`config.mk`:
```
export PLATFORM = sky130hd
export DESIGN_NAME = fwtab_scan
export DESIGN_NICKNAME = d
export VERILOG_FILES = /design/src/rtl/fwtab_scan_pkg.sv /design/src/rtl/fwtab_sig_byte.sv /design/src/rtl/fwtab_cand_step.sv /design/src/rtl/fwtab_scan.sv
export SDC_FILE = /design/constraint.sdc
export NUM_CORES = 1
export LEC_CHECK = 0
export BUFFER_PORTS_ARGS = -buffer_cell sky130_fd_sc_hd__buf_2
export CAP_MARGIN = 25
export CORE_MARGIN = 4
export CORE_UTILIZATION = 51
export DETAILED_ROUTE_END_ITERATION = 8
export PLACE_DENSITY = 0.76
export SLEW_MARGIN = 20
export SYNTH_ARGS = -nofsm -noshare
export SYNTH_HDL_FRONTEND = slang
export SYNTH_SLANG_ARGS = --single-unit
```
`constraint.sdc`:
```
create_clock -name clk -period 5.9 [get_ports clk]
set_input_delay 0.59 -clock clk [delete_from_list [all_inputs] [get_ports clk]]
set_output_delay 0.59 -clock clk [all_outputs]
set_load 0.02 [all_outputs]
```
`src/rtl/fwtab_scan_pkg.sv`:
```
package fwtab_scan_pkg;

    typedef enum logic [1:0] {
        ST_IDLE,
        ST_PTR_LO,
        ST_PTR_HI,
        ST_SCAN
    } scan_st_e;

    localparam int unsigned SIG_BYTES  = 8;
    localparam int unsigned BODY_BYTES = 20;
    localparam int unsigned REV_OFFSET = 15;
    localparam int unsigned STRIDE     = 16;
    localparam int unsigned IDX_W      = 5;

endpackage

```
`src/rtl/fwtab_sig_byte.sv`:
```
// Selects the expected signature byte for a byte index within a candidate.
module fwtab_sig_byte
    import fwtab_scan_pkg::*;
#(
    parameter logic [63:0] SIG = 64'h2052_5450_2044_5352
) (
    input  logic [IDX_W-1:0] idx,
    output logic [7:0]       exp_byte,
    output logic             in_sig
);

    always_comb begin
        exp_byte = 8'h00;
        for (int i = 0; i < int'(SIG_BYTES); i++) begin
            if (idx == IDX_W'(i)) begin
                exp_byte = SIG[8*i +: 8];
            end
        end
        in_sig = (idx < IDX_W'(SIG_BYTES));
    end

endmodule

```
`src/rtl/fwtab_cand_step.sv`:
```
// Works out the candidate after the current one and flags the end of the window.
module fwtab_cand_step
    import fwtab_scan_pkg::*;
#(
    parameter int unsigned         ADDR_W    = 20,
    parameter logic [ADDR_W-1:0]   WIN_FIRST = '0,
    parameter logic [ADDR_W-1:0]   WIN_LAST  = '0
) (
    input  logic [ADDR_W-1:0] base,
    input  logic              in_alt,
    input  logic [ADDR_W-1:0] alt_last,
    output logic [ADDR_W-1:0] nxt_base,
    output logic              nxt_alt,
    output logic              exhausted
);

    always_comb begin
        nxt_base  = base + ADDR_W'(STRIDE);
        nxt_alt   = in_alt;
        exhausted = 1'b0;
        if (in_alt && (base == alt_last)) begin
            nxt_base = WIN_FIRST;
            nxt_alt  = 1'b0;
        end else if (!in_alt && (base == WIN_LAST)) begin
            exhausted = 1'b1;
        end
    end

endmodule

```
`src/rtl/fwtab_scan.sv`:
```
module fwtab_scan
    import fwtab_scan_pkg::*;
#(
    parameter int unsigned ADDR_W   = 20,
    parameter int unsigned WIN_LO   = 32'h000E_0000,
    parameter int unsigned WIN_HI   = 32'h000F_FFFF,
    parameter int unsigned PTR_ADDR = 32'h0000_040E,
    parameter int unsigned ALT_LEN  = 1024,
    parameter logic [63:0] SIG      = 64'h2052_5450_2044_5352
) (
    input  logic              clk,
    input  logic              rst_n,
    input  logic              start,
    output logic              mem_req,
    output logic [ADDR_W-1:0] mem_addr,
    input  logic              mem_valid,
    input  logic [7:0]        mem_data,
    output logic              done,
    output logic              found,
    output logic [ADDR_W-1:0] match_addr,
    output logic [7:0]        revision
);

    localparam logic [ADDR_W-1:0] WIN_FIRST = ADDR_W'((WIN_LO + STRIDE - 1) / STRIDE * STRIDE);
    localparam logic [ADDR_W-1:0] WIN_LAST  = ADDR_W'((WIN_HI + 1 - BODY_BYTES) / STRIDE * STRIDE);
    localparam logic [ADDR_W-1:0] WIN_TOP   = WIN_LAST + ADDR_W'(BODY_BYTES - 1);
    localparam logic [ADDR_W-1:0] PTR_LO_A  = ADDR_W'(PTR_ADDR);
    localparam logic [ADDR_W-1:0] PTR_HI_A  = ADDR_W'(PTR_ADDR + 1);
    localparam logic [ADDR_W-1:0] ALT_SPAN  = ADDR_W'(ALT_LEN - STRIDE);
    localparam logic [IDX_W-1:0]  LAST_IDX  = IDX_W'(BODY_BYTES - 1);
    localparam logic [IDX_W-1:0]  REV_IDX   = IDX_W'(REV_OFFSET);

    typedef struct packed {
        scan_st_e          st;
        logic [ADDR_W-1:0] base;
        logic [ADDR_W-1:0] alt_last;
        logic              in_alt;
        logic [IDX_W-1:0]  idx;
        logic [7:0]        sum;
        logic [7:0]        rev_tmp;
        logic [7:0]        ptr_lo;
        logic              done;
        logic              found;
        logic [ADDR_W-1:0] hit_addr;
        logic [7:0]        hit_rev;
    } regs_t;

    regs_t q, d;

    logic [7:0]        exp_byte;
    logic              in_sig;
    logic [ADDR_W-1:0] nxt_base;
    logic              nxt_alt;
    logic              exhausted;
    logic [19:0]       seg_shift;
    logic [ADDR_W-1:0] seg_base;
    logic [7:0]        sum_nx;
    logic              advance;
    logic              accept;

    fwtab_sig_byte #(.SIG(SIG)) u_sig (
        .idx      (q.idx),
        .exp_byte (exp_byte),
        .in_sig   (in_sig)
    );

    fwtab_cand_step #(
        .ADDR_W    (ADDR_W),
        .WIN_FIRST (WIN_FIRST),
        .WIN_LAST  (WIN_LAST)
    ) u_step (
        .base      (q.base),
        .in_alt    (q.in_alt),
        .alt_last  (q.alt_last),
        .nxt_base  (nxt_base),
        .nxt_alt   (nxt_alt),
        .exhausted (exhausted)
    );

    assign seg_shift = {mem_data, q.ptr_lo, 4'h0};
    assign seg_base  = ADDR_W'(seg_shift);

    always_comb begin
        d       = q;
        d.done  = 1'b0;
        sum_nx  = q.sum + mem_data;
        advance = 1'b0;
        accept  = 1'b0;
        unique case (q.st)
            ST_IDLE: begin
                if (start) begin
                    d.st       = ST_PTR_LO;
                    d.found    = 1'b0;
                    d.hit_addr = '0;
                    d.hit_rev  = '0;
                end
            end
            ST_PTR_LO: begin
                if (mem_valid) begin
                    d.ptr_lo = mem_data;
                    d.st     = ST_PTR_HI;
                end
            end
            ST_PTR_HI: begin
                if (mem_valid) begin
                    d.st  = ST_SCAN;
                    d.idx = '0;
                    d.sum = '0;
                    if ({mem_data, q.ptr_lo} != 16'h0000) begin
                        d.base     = seg_base;
                        d.alt_last = seg_base + ALT_SPAN;
                        d.in_alt   = 1'b1;
                    end else begin
                        d.base   = WIN_FIRST;
                        d.in_alt = 1'b0;
                    end
                end
            end
            ST_SCAN: begin
                if (mem_valid) begin
                    d.sum = sum_nx;
                    d.idx = q.idx + IDX_W'(1);
                    if (q.idx == REV_IDX) begin
                        d.rev_tmp = mem_data;
                    end
                    if (in_sig && (mem_data != exp_byte)) begin
                        advance = 1'b1;
                    end else if (q.idx == LAST_IDX) begin
                        if (sum_nx == 8'h00) begin
                            accept = 1'b1;
                        end else begin
                            advance = 1'b1;
                        end
                    end
                end
            end
            default: d.st = ST_IDLE;
        endcase

        if (accept) begin
            d.st       = ST_IDLE;
            d.done     = 1'b1;
            d.found    = 1'b1;
            d.hit_addr = q.base;
            d.hit_rev  = q.rev_tmp;
        end else if (advance) begin
            d.idx = '0;
            d.sum = '0;
            if (exhausted) begin
                d.st   = ST_IDLE;
                d.done = 1'b1;
            end else begin
                d.base   = nxt_base;
                d.in_alt = nxt_alt;
            end
        end
    end

    always_ff @(posedge clk or negedge rst_n) begin
        if (!rst_n) begin
            q <= '0;
        end else begin
            q <= d;
        end
    end

    always_comb begin
        unique case (q.st)
            ST_PTR_LO: mem_addr = PTR_LO_A;
            ST_PTR_HI: mem_addr = PTR_HI_A;
            default:   mem_addr = q.base + ADDR_W'(q.idx);
        endcase
    end

    assign mem_req    = (q.st != ST_IDLE);
    assign done       = q.done;
    assign found      = q.found;
    assign match_addr = q.hit_addr;
    assign revision   = q.hit_rev;

    // the segment pointer is the first location fetched after an accepted start
    assert_ptr_first_R1: assert property (@(posedge clk) disable iff (!rst_n)
        (start && !mem_req) |=> (mem_req && (mem_addr == PTR_LO_A)));

    // window-phase reads stay inside the span of the allowed candidates
    assert_window_span_R3: assert property (@(posedge clk) disable iff (!rst_n)
        (mem_req && (q.st == ST_SCAN) && !q.in_alt) |->
        ((mem_addr >= WIN_FIRST) && (mem_addr <= WIN_TOP)));

    // completion is a single-cycle pulse and the request is already withdrawn
    assert_done_pulse_R8: assert property (@(posedge clk) disable iff (!rst_n)
        done |=> !done);
    assert_idle_at_done_R8: assert property (@(posedge clk) disable iff (!rst_n)
        done |-> !mem_req);

    // results hold between scans
    assert_result_hold_R8: assert property (@(posedge clk) disable iff (!rst_n)
        (!done && !$past(start)) |->
        ($stable(found) && $stable(match_addr) && $stable(revision)));

    // a pending read keeps its address until it is served
    assert_addr_hold_R10: assert property (@(posedge clk) disable iff (!rst_n)
        (mem_req && !mem_valid) |=> (mem_req && $stable(mem_addr)));

endmodule

```
=== Word level (Yosys, flattened, before mapping) ===
Index checks and enable logic that the tools add are counted.

* Bits in registers: 102
* Bits in latches: 0
* RAM bits: 0
* Bits in read-only memories: 0
* Input bits: 12
* Output and inout port bits: 51
* Logic and storage cells: 97
* Memories: 0

* Add/subtract/negate cells: 5
* Multipliers: 0
* Divide/modulo/power cells: 0
* $lt $le $gt $ge: 1
* Eq/ne operators: 16
* Shifts and indexed selects: 0
* Multiplexer cells: 48
* Bitwise logic cells: 0
* Reductions and logical operators: 15

{| class="wikitable"
|+ Operators by type and width
! cell !! number
|-
| $mux W20 || 5
|-
| $mux W29 || 3
|-
| $mux W56 || 1
|-
| $mux W7 || 8
|-
| $mux W41 || 1
|-
| $pmux W20 S2 || 1
|-
| $mux W14 || 2
|-
| $pmux W13 S2 || 1
|-
| $mux W22 || 1
|-
| $mux W21 || 1
|-
| $add A20 B10 Y20 const B || 1
|-
| $add A20 B5 Y20 || 1
|-
| $add A20 B5 Y20 const B || 1
|-
| $eq A20 B20 Y1 || 1
|-
| $eq A20 B20 Y1 const B || 1
|-
| $eq A5 B3 Y1 const B || 4
|-
| $mux W1 || 18
|-
| $reduce_bool A16 Y1 || 1
|-
| $eq A5 B2 Y1 const B || 2
|-
| $add A8 B8 Y8 || 1
|-
| $logic_not A8 Y1 || 1
|-
| $mux W2 || 4
|-
| $mux W8 || 1
|-
| $ne A8 B8 Y1 || 1
|-
| other kinds (16) || 23
|}

=== Depth between registers and ports, before layout ===
* Depth after elaboration: 16
* Depth in mapped cells: 11
* Gate-level depth less buffers: 10

=== By module ===
From an unflattened synthesis, not the netlist that was laid out.

* Cell total of the unflattened synthesis: 734
* Area, all modules: 6,444.9 µm²

{| class="wikitable"
|+ By module, submodules not included
! module !! times used !! cells each !! area an instance (µm²) !! seq. area each (µm²)
|-
| fwtab_scan || 1 || 610 || 5,620.4 || 2,452.4
|-
| fwtab_cand_step || 1 || 106 || 718.2 || 0.0
|-
| fwtab_sig_byte || 1 || 18 || 106.4 || 0.0
|}

=== Least setup slack after synthesis ===
Ideal clock, no wire load.

* Path type: input -> register
* Start: in mem_data[0]
* End: reg q[59] (netlist name)
* Setup time: 121 ps
* Arrival time: 2,910 ps
* Data required time: 5,779 ps
* Slack: 2,869 ps
* Cell stages on the path: 10
* Buffers on the path: 1
* Path through: ha_1 fa_1 xor2_1 or3_1 nor4_4 a31oi_4 o21a_1 buf_2 a21o_1 a22o_1

* Cells in the longest elaborated chain, start to end: 9
* Elaborated cells on any way between the ends: 22
* Those cells by class: add/sub (1); eq/ne (2); mux (16); reduce/logical (3)

{| class="wikitable"
|+ RTL lines
! what !! RTL line !! text
|-
| start, declared || fwtab_scan.sv:17 || <nowiki>input logic [7:0] mem_data,</nowiki>
|-
| $add A8 B8 Y8 || fwtab_scan.sv:86 || <nowiki>sum_nx = q.sum + mem_data;</nowiki>
|-
| $logic_not A8 Y1 || fwtab_scan.sv:129 || <nowiki>if (sum_nx == 8'h00) begin</nowiki>
|-
| $mux W1 || fwtab_scan.sv:129 ||
|-
| $mux W1 || fwtab_scan.sv:128 || <nowiki>end else if (q.idx == LAST_IDX) begin</nowiki>
|-
| $mux W1 || fwtab_scan.sv:126 || <nowiki>if (in_sig && (mem_data != exp_byte)) begin</nowiki>
|-
| $mux W1 || fwtab_scan.sv:120 || <nowiki>if (mem_valid) begin</nowiki>
|-
| $mux W1 || fwtab_scan.sv:89 || <nowiki>unique case (q.st)</nowiki>
|-
| $mux W14 || fwtab_scan.sv:146 || <nowiki>end else if (advance) begin</nowiki>
|-
| $mux W14 || fwtab_scan.sv:140 || <nowiki>if (accept) begin</nowiki>
|-
| end signal, assigned || fwtab_scan.sv:161 || <nowiki>q <= '0;</nowiki>
|-
| end signal, assigned || fwtab_scan.sv:163 || <nowiki>q <= d;</nowiki>
|-
| end, declared || fwtab_scan.sv:48 || <nowiki>regs_t q, d;</nowiki>
|}

Parallel ways exist; a longest one is shown, timed or not.
A chain may end at the register's enable or synchronous reset.

=== Final worst setup path ===
* Start: reg q[54] (netlist name)
* End: out mem_addr[14]

* Cells in the longest elaborated chain, start to end: 2

{| class="wikitable"
|+ RTL lines
! what !! RTL line !! text
|-
| $add A20 B5 Y20 || fwtab_scan.sv:171 || <nowiki>default: mem_addr = q.base + ADDR_W'(q.idx);</nowiki>
|-
| $pmux W20 S2 || fwtab_scan.sv:168 || <nowiki>unique case (q.st)</nowiki>
|-
| end, declared || fwtab_scan.sv:15 || <nowiki>output logic [ADDR_W-1:0] mem_addr,</nowiki>
|}

Every way passes these cells.

==> results.sh <==
export IMPL_status="finished, final reports clean"
export IMPL_diodes=0
export IMPL_crit_path_top_delay_cell="dfrtp_1"
export IMPL_port_buffers=62
export IMPL_synth_top_family_by_area="simple AND/OR/NAND/NOR gates"
export IMPL_p_sw_frac=0.432
export IMPL_final_cells=852
export IMPL_cp_end_kind="output port"
export IMPL_period_share=0.635
export IMPL_dp_hpwl_um=11000
export IMPL_synth_edf_count=0
export IMPL_rsz0062_at_grt="no"
export IMPL_clk_pin_slew_worst_paths_ns=0.07
export IMPL_pin_count=63
export IMPL_yosysWarnings=0
export IMPL_critPathKind="reg2out"
export IMPL_h_tree_depth=3
export IMPL_ys_types=66
export IMPL_skew_ns=0.00634
export IMPL_design_area_um2=6630
export IMPL_leakagePower_nw=3.21
export IMPL_grt_pass1_vias=4991
export IMPL_syn_nets=740
export IMPL_gp_congestion=0.903
export IMPL_place_area_um2=6320
export IMPL_crit_required_ns=5.31
export IMPL_area_growth_syn_to_layout_pct=6.58
export IMPL_async_flop_share=1.00
export IMPL_rows=40
export IMPL_ys_seq_elements=98
export IMPL_drt_iter0_markers=427
export IMPL_root_buffer="clkbuf_16"
export IMPL_path_cells="ha_1 > fa_1 > a21o_1 > a21oi_1 > nor2b_1 > o21ai_0 > nor2_1 > nand4_1 > xor2_1 > nor2_1 > buf_2"
export IMPL_start_util=0.520
export IMPL_dr_pass1_iters=5
export IMPL_dp_slack_ns=2.16
export IMPL_maxCapViolations=0
export IMPL_vias=5009
export IMPL_grt_pass1_wl_um=25400
export IMPL_seq_power_share=0.377
export IMPL_syn_area_um2=6220
export IMPL_p_switching_w=0.00127
export IMPL_synthMuxAreaShare=0.0272
export IMPL_setup_slack_ns=2.15
export IMPL_drive_gt1_frac=0.163
export IMPL_via_per_inst=5.88
export IMPL_path_max_fanout=7
export IMPL_numCtsBuffers=9
export IMPL_synth_area_top_cells="dfrtp_1 (39%), nand2_1 (7.0%), ha_1 (5.4%)"
export IMPL_dp_cells=836
export IMPL_postSynthCellCount=699
export IMPL_period_minus_slack_ns=3.75
export IMPL_avgSynthCellArea_um2=8.90
export IMPL_seq_area_frac_synth=0.394
export IMPL_final_setup_tns_ns=0
export IMPL_synth_top_area_cell="dfrtp_1"
export IMPL_clock_power_share=0.208
export IMPL_synthTopCellsByCount="nand2_1 (116), dfrtp_1 (98), nor2_1 (54)"
export IMPL_cts_tree="yes"
export IMPL_grt_start_max_net_pins=69
export IMPL_drcViolationCount=0
export IMPL_crit_top_cell="nor2_1"
export IMPL_ys_flop_type="dfrtp_1"
export IMPL_relSlewSlack=0.358
export IMPL_cts_hold_buf=0
export IMPL_worstSetupStartpointType="flip-flop"
export IMPL_die_area_um2=14000
export IMPL_slew_viol_final=0
export IMPL_cts_setup_buffers=0
export IMPL_die_w_um=118
export IMPL_worstMarginPinSlew_ns=0.960
export IMPL_crit_arrival_ns=3.16
export IMPL_max_freq_ghz=0.267
export IMPL_overflow=0
export IMPL_netlist_area_leader_share=0.394
export IMPL_postRouteAntennaNets=0
export IMPL_max_stage_delay_ns=0.48
export IMPL_grt_use_total=0.221
export IMPL_cts_sinks=98
export IMPL_wl_um=15000
export IMPL_core_um2=12000
export IMPL_synth_xor_area_frac=0.0887
export IMPL_irDropWorstVdd_v=0.000189
export IMPL_synth_simple_area_share=0.227
export IMPL_powerDensity_nw_per_um2=443
export IMPL_comb_power_share=0.415
export IMPL_synthAdderAreaFrac=0.0608
export IMPL_wl_per_cell_um=17.6
export IMPL_die_y_um=118
export IMPL_post_cts_resized=0
export IMPL_worstSkewPairLatency_ns=0.36
export IMPL_cts_max_path_buffers=2
export IMPL_antenna_found_initial=0
export IMPL_hold_path_class="in2async"
export IMPL_synth_compound_area_share=0.126
export IMPL_hold_viol_final=0
export IMPL_finalSetupViolations=0
export IMPL_nets=741
export IMPL_internal_power_w=0.00167
export IMPL_synth_most_common_cell="nand2_1"
[area by class of cell]
| cell class | instances | area, um^2 |
|---|---|---|
| fill | 1053 | 5330 |
| multi-input combinational | 511 | 3300 |
| sequential | 98 | 2450 |
| timing repair buffer | 65 | 335 |
| clock buffer | 10 | 229 |
| tap | 147 | 184 |
| clock inverter | 6 | 72.6 |
| inverter | 15 | 56.3 |
[routing by layer]
| layer | vias up | track usage | share of wire |
|---|---|---|---|
| li1 | 2363 | - | - |
| met1 | 2411 | 0.310 | 0.45 |
| met2 | 208 | 0.350 | 0.46 |
| met3 | 27 | 0.0392 | 0.074 |
| met4 | 0 | 0.0710 | 0.021 |
| met5 | - | 0 | 0 |
[flip-flops by register name, indices dropped and copies added (netlist names)]
signal	count
match_addr	20
revision	8
done	1
found	1
q	68
[worst paths after layout]
path	from	end	slack (ns)	depth (start not counted)
max	q[54]	mem_addr[14]	2.15	11
min	rst_n	match_addr[9]	0.15	1
max reg2reg	q[101]	q[94]	2.48	8
min reg2reg	q[44]	revision[6]	0.48	2
max in group asynchronous	rst_n	q[54]	4.53	2
min in group clk	q[44]	revision[6]	0.48	2
[power by group through the flow]
stage          clock network, W  registers, W  logic, W
2_1_floorplan                 0      0.000940   0.00105
3_3_place_gp                  0       0.00110   0.00118
3_5_place_dp                  0       0.00111   0.00121
4_1_cts                0.000615       0.00110   0.00122
5_1_grt                0.000644       0.00113   0.00135
6_report               0.000610       0.00111   0.00122
[cells by family after synthesis]
| kind of cell | count (synthesis) |
|---|---|
| and+or+nand+nor | 293 |
| muxes | 15 |
| AOI/OAI and AO/OA | 111 |
| xor gates and xnor gates | 63 |
| DFF | 98 |
| buffers and inverters | 90 |
| adders and majority gates | 29 |
[metrics by stage]
step                hold WS [ns]   util  power (W)
finish                     0.150  0.554    0.00294
global route               0.184  0.554    0.00312
CTS                        0.164  0.554    0.00293
detailed placement         0.463  0.529    0.00232
global placement           0.457  0.529    0.00228
floorplan                  0.294      -    0.00199
[worst max-delay path: cells and delay by family (launching register included)]
| family | cells | cell delay (ns) |
|---|---|---|
| compound gates | 3 | 0.76 |
| fa+ha+maj | 2 | 0.69 |
| simple gates | 4 | 0.51 |
| flops | 1 | 0.48 |
| buf+inv | 1 | 0.19 |
| xor+xnor | 1 | 0.16 |
[cell usage in the layout (no fill, tap or decap), types with 4 or more instances in the layout]
cell and n:
o22ai_1 4, a32oi_1 6, nand4_1 9, and3_1 10, or2_2 6, clkbuf_16 9, o21ai_1 4, xnor2_1 33
a21o_1 4, a22oi_1 12, a221o_1 4, nand2_1 115, buf_2 61, and2_1 9, a21oi_1 17, nor2_1 54
o21ai_0 30, nand3_1 39, a211o_1 4, xor2_1 30, dfrtp_1 98, mux2_2 15, buf_4 4, nor2b_1 7
ha_1 27, nor3_1 12, nand2b_1 10, inv_1 15
No activity file was read; power rests on OpenSTA's default activity.
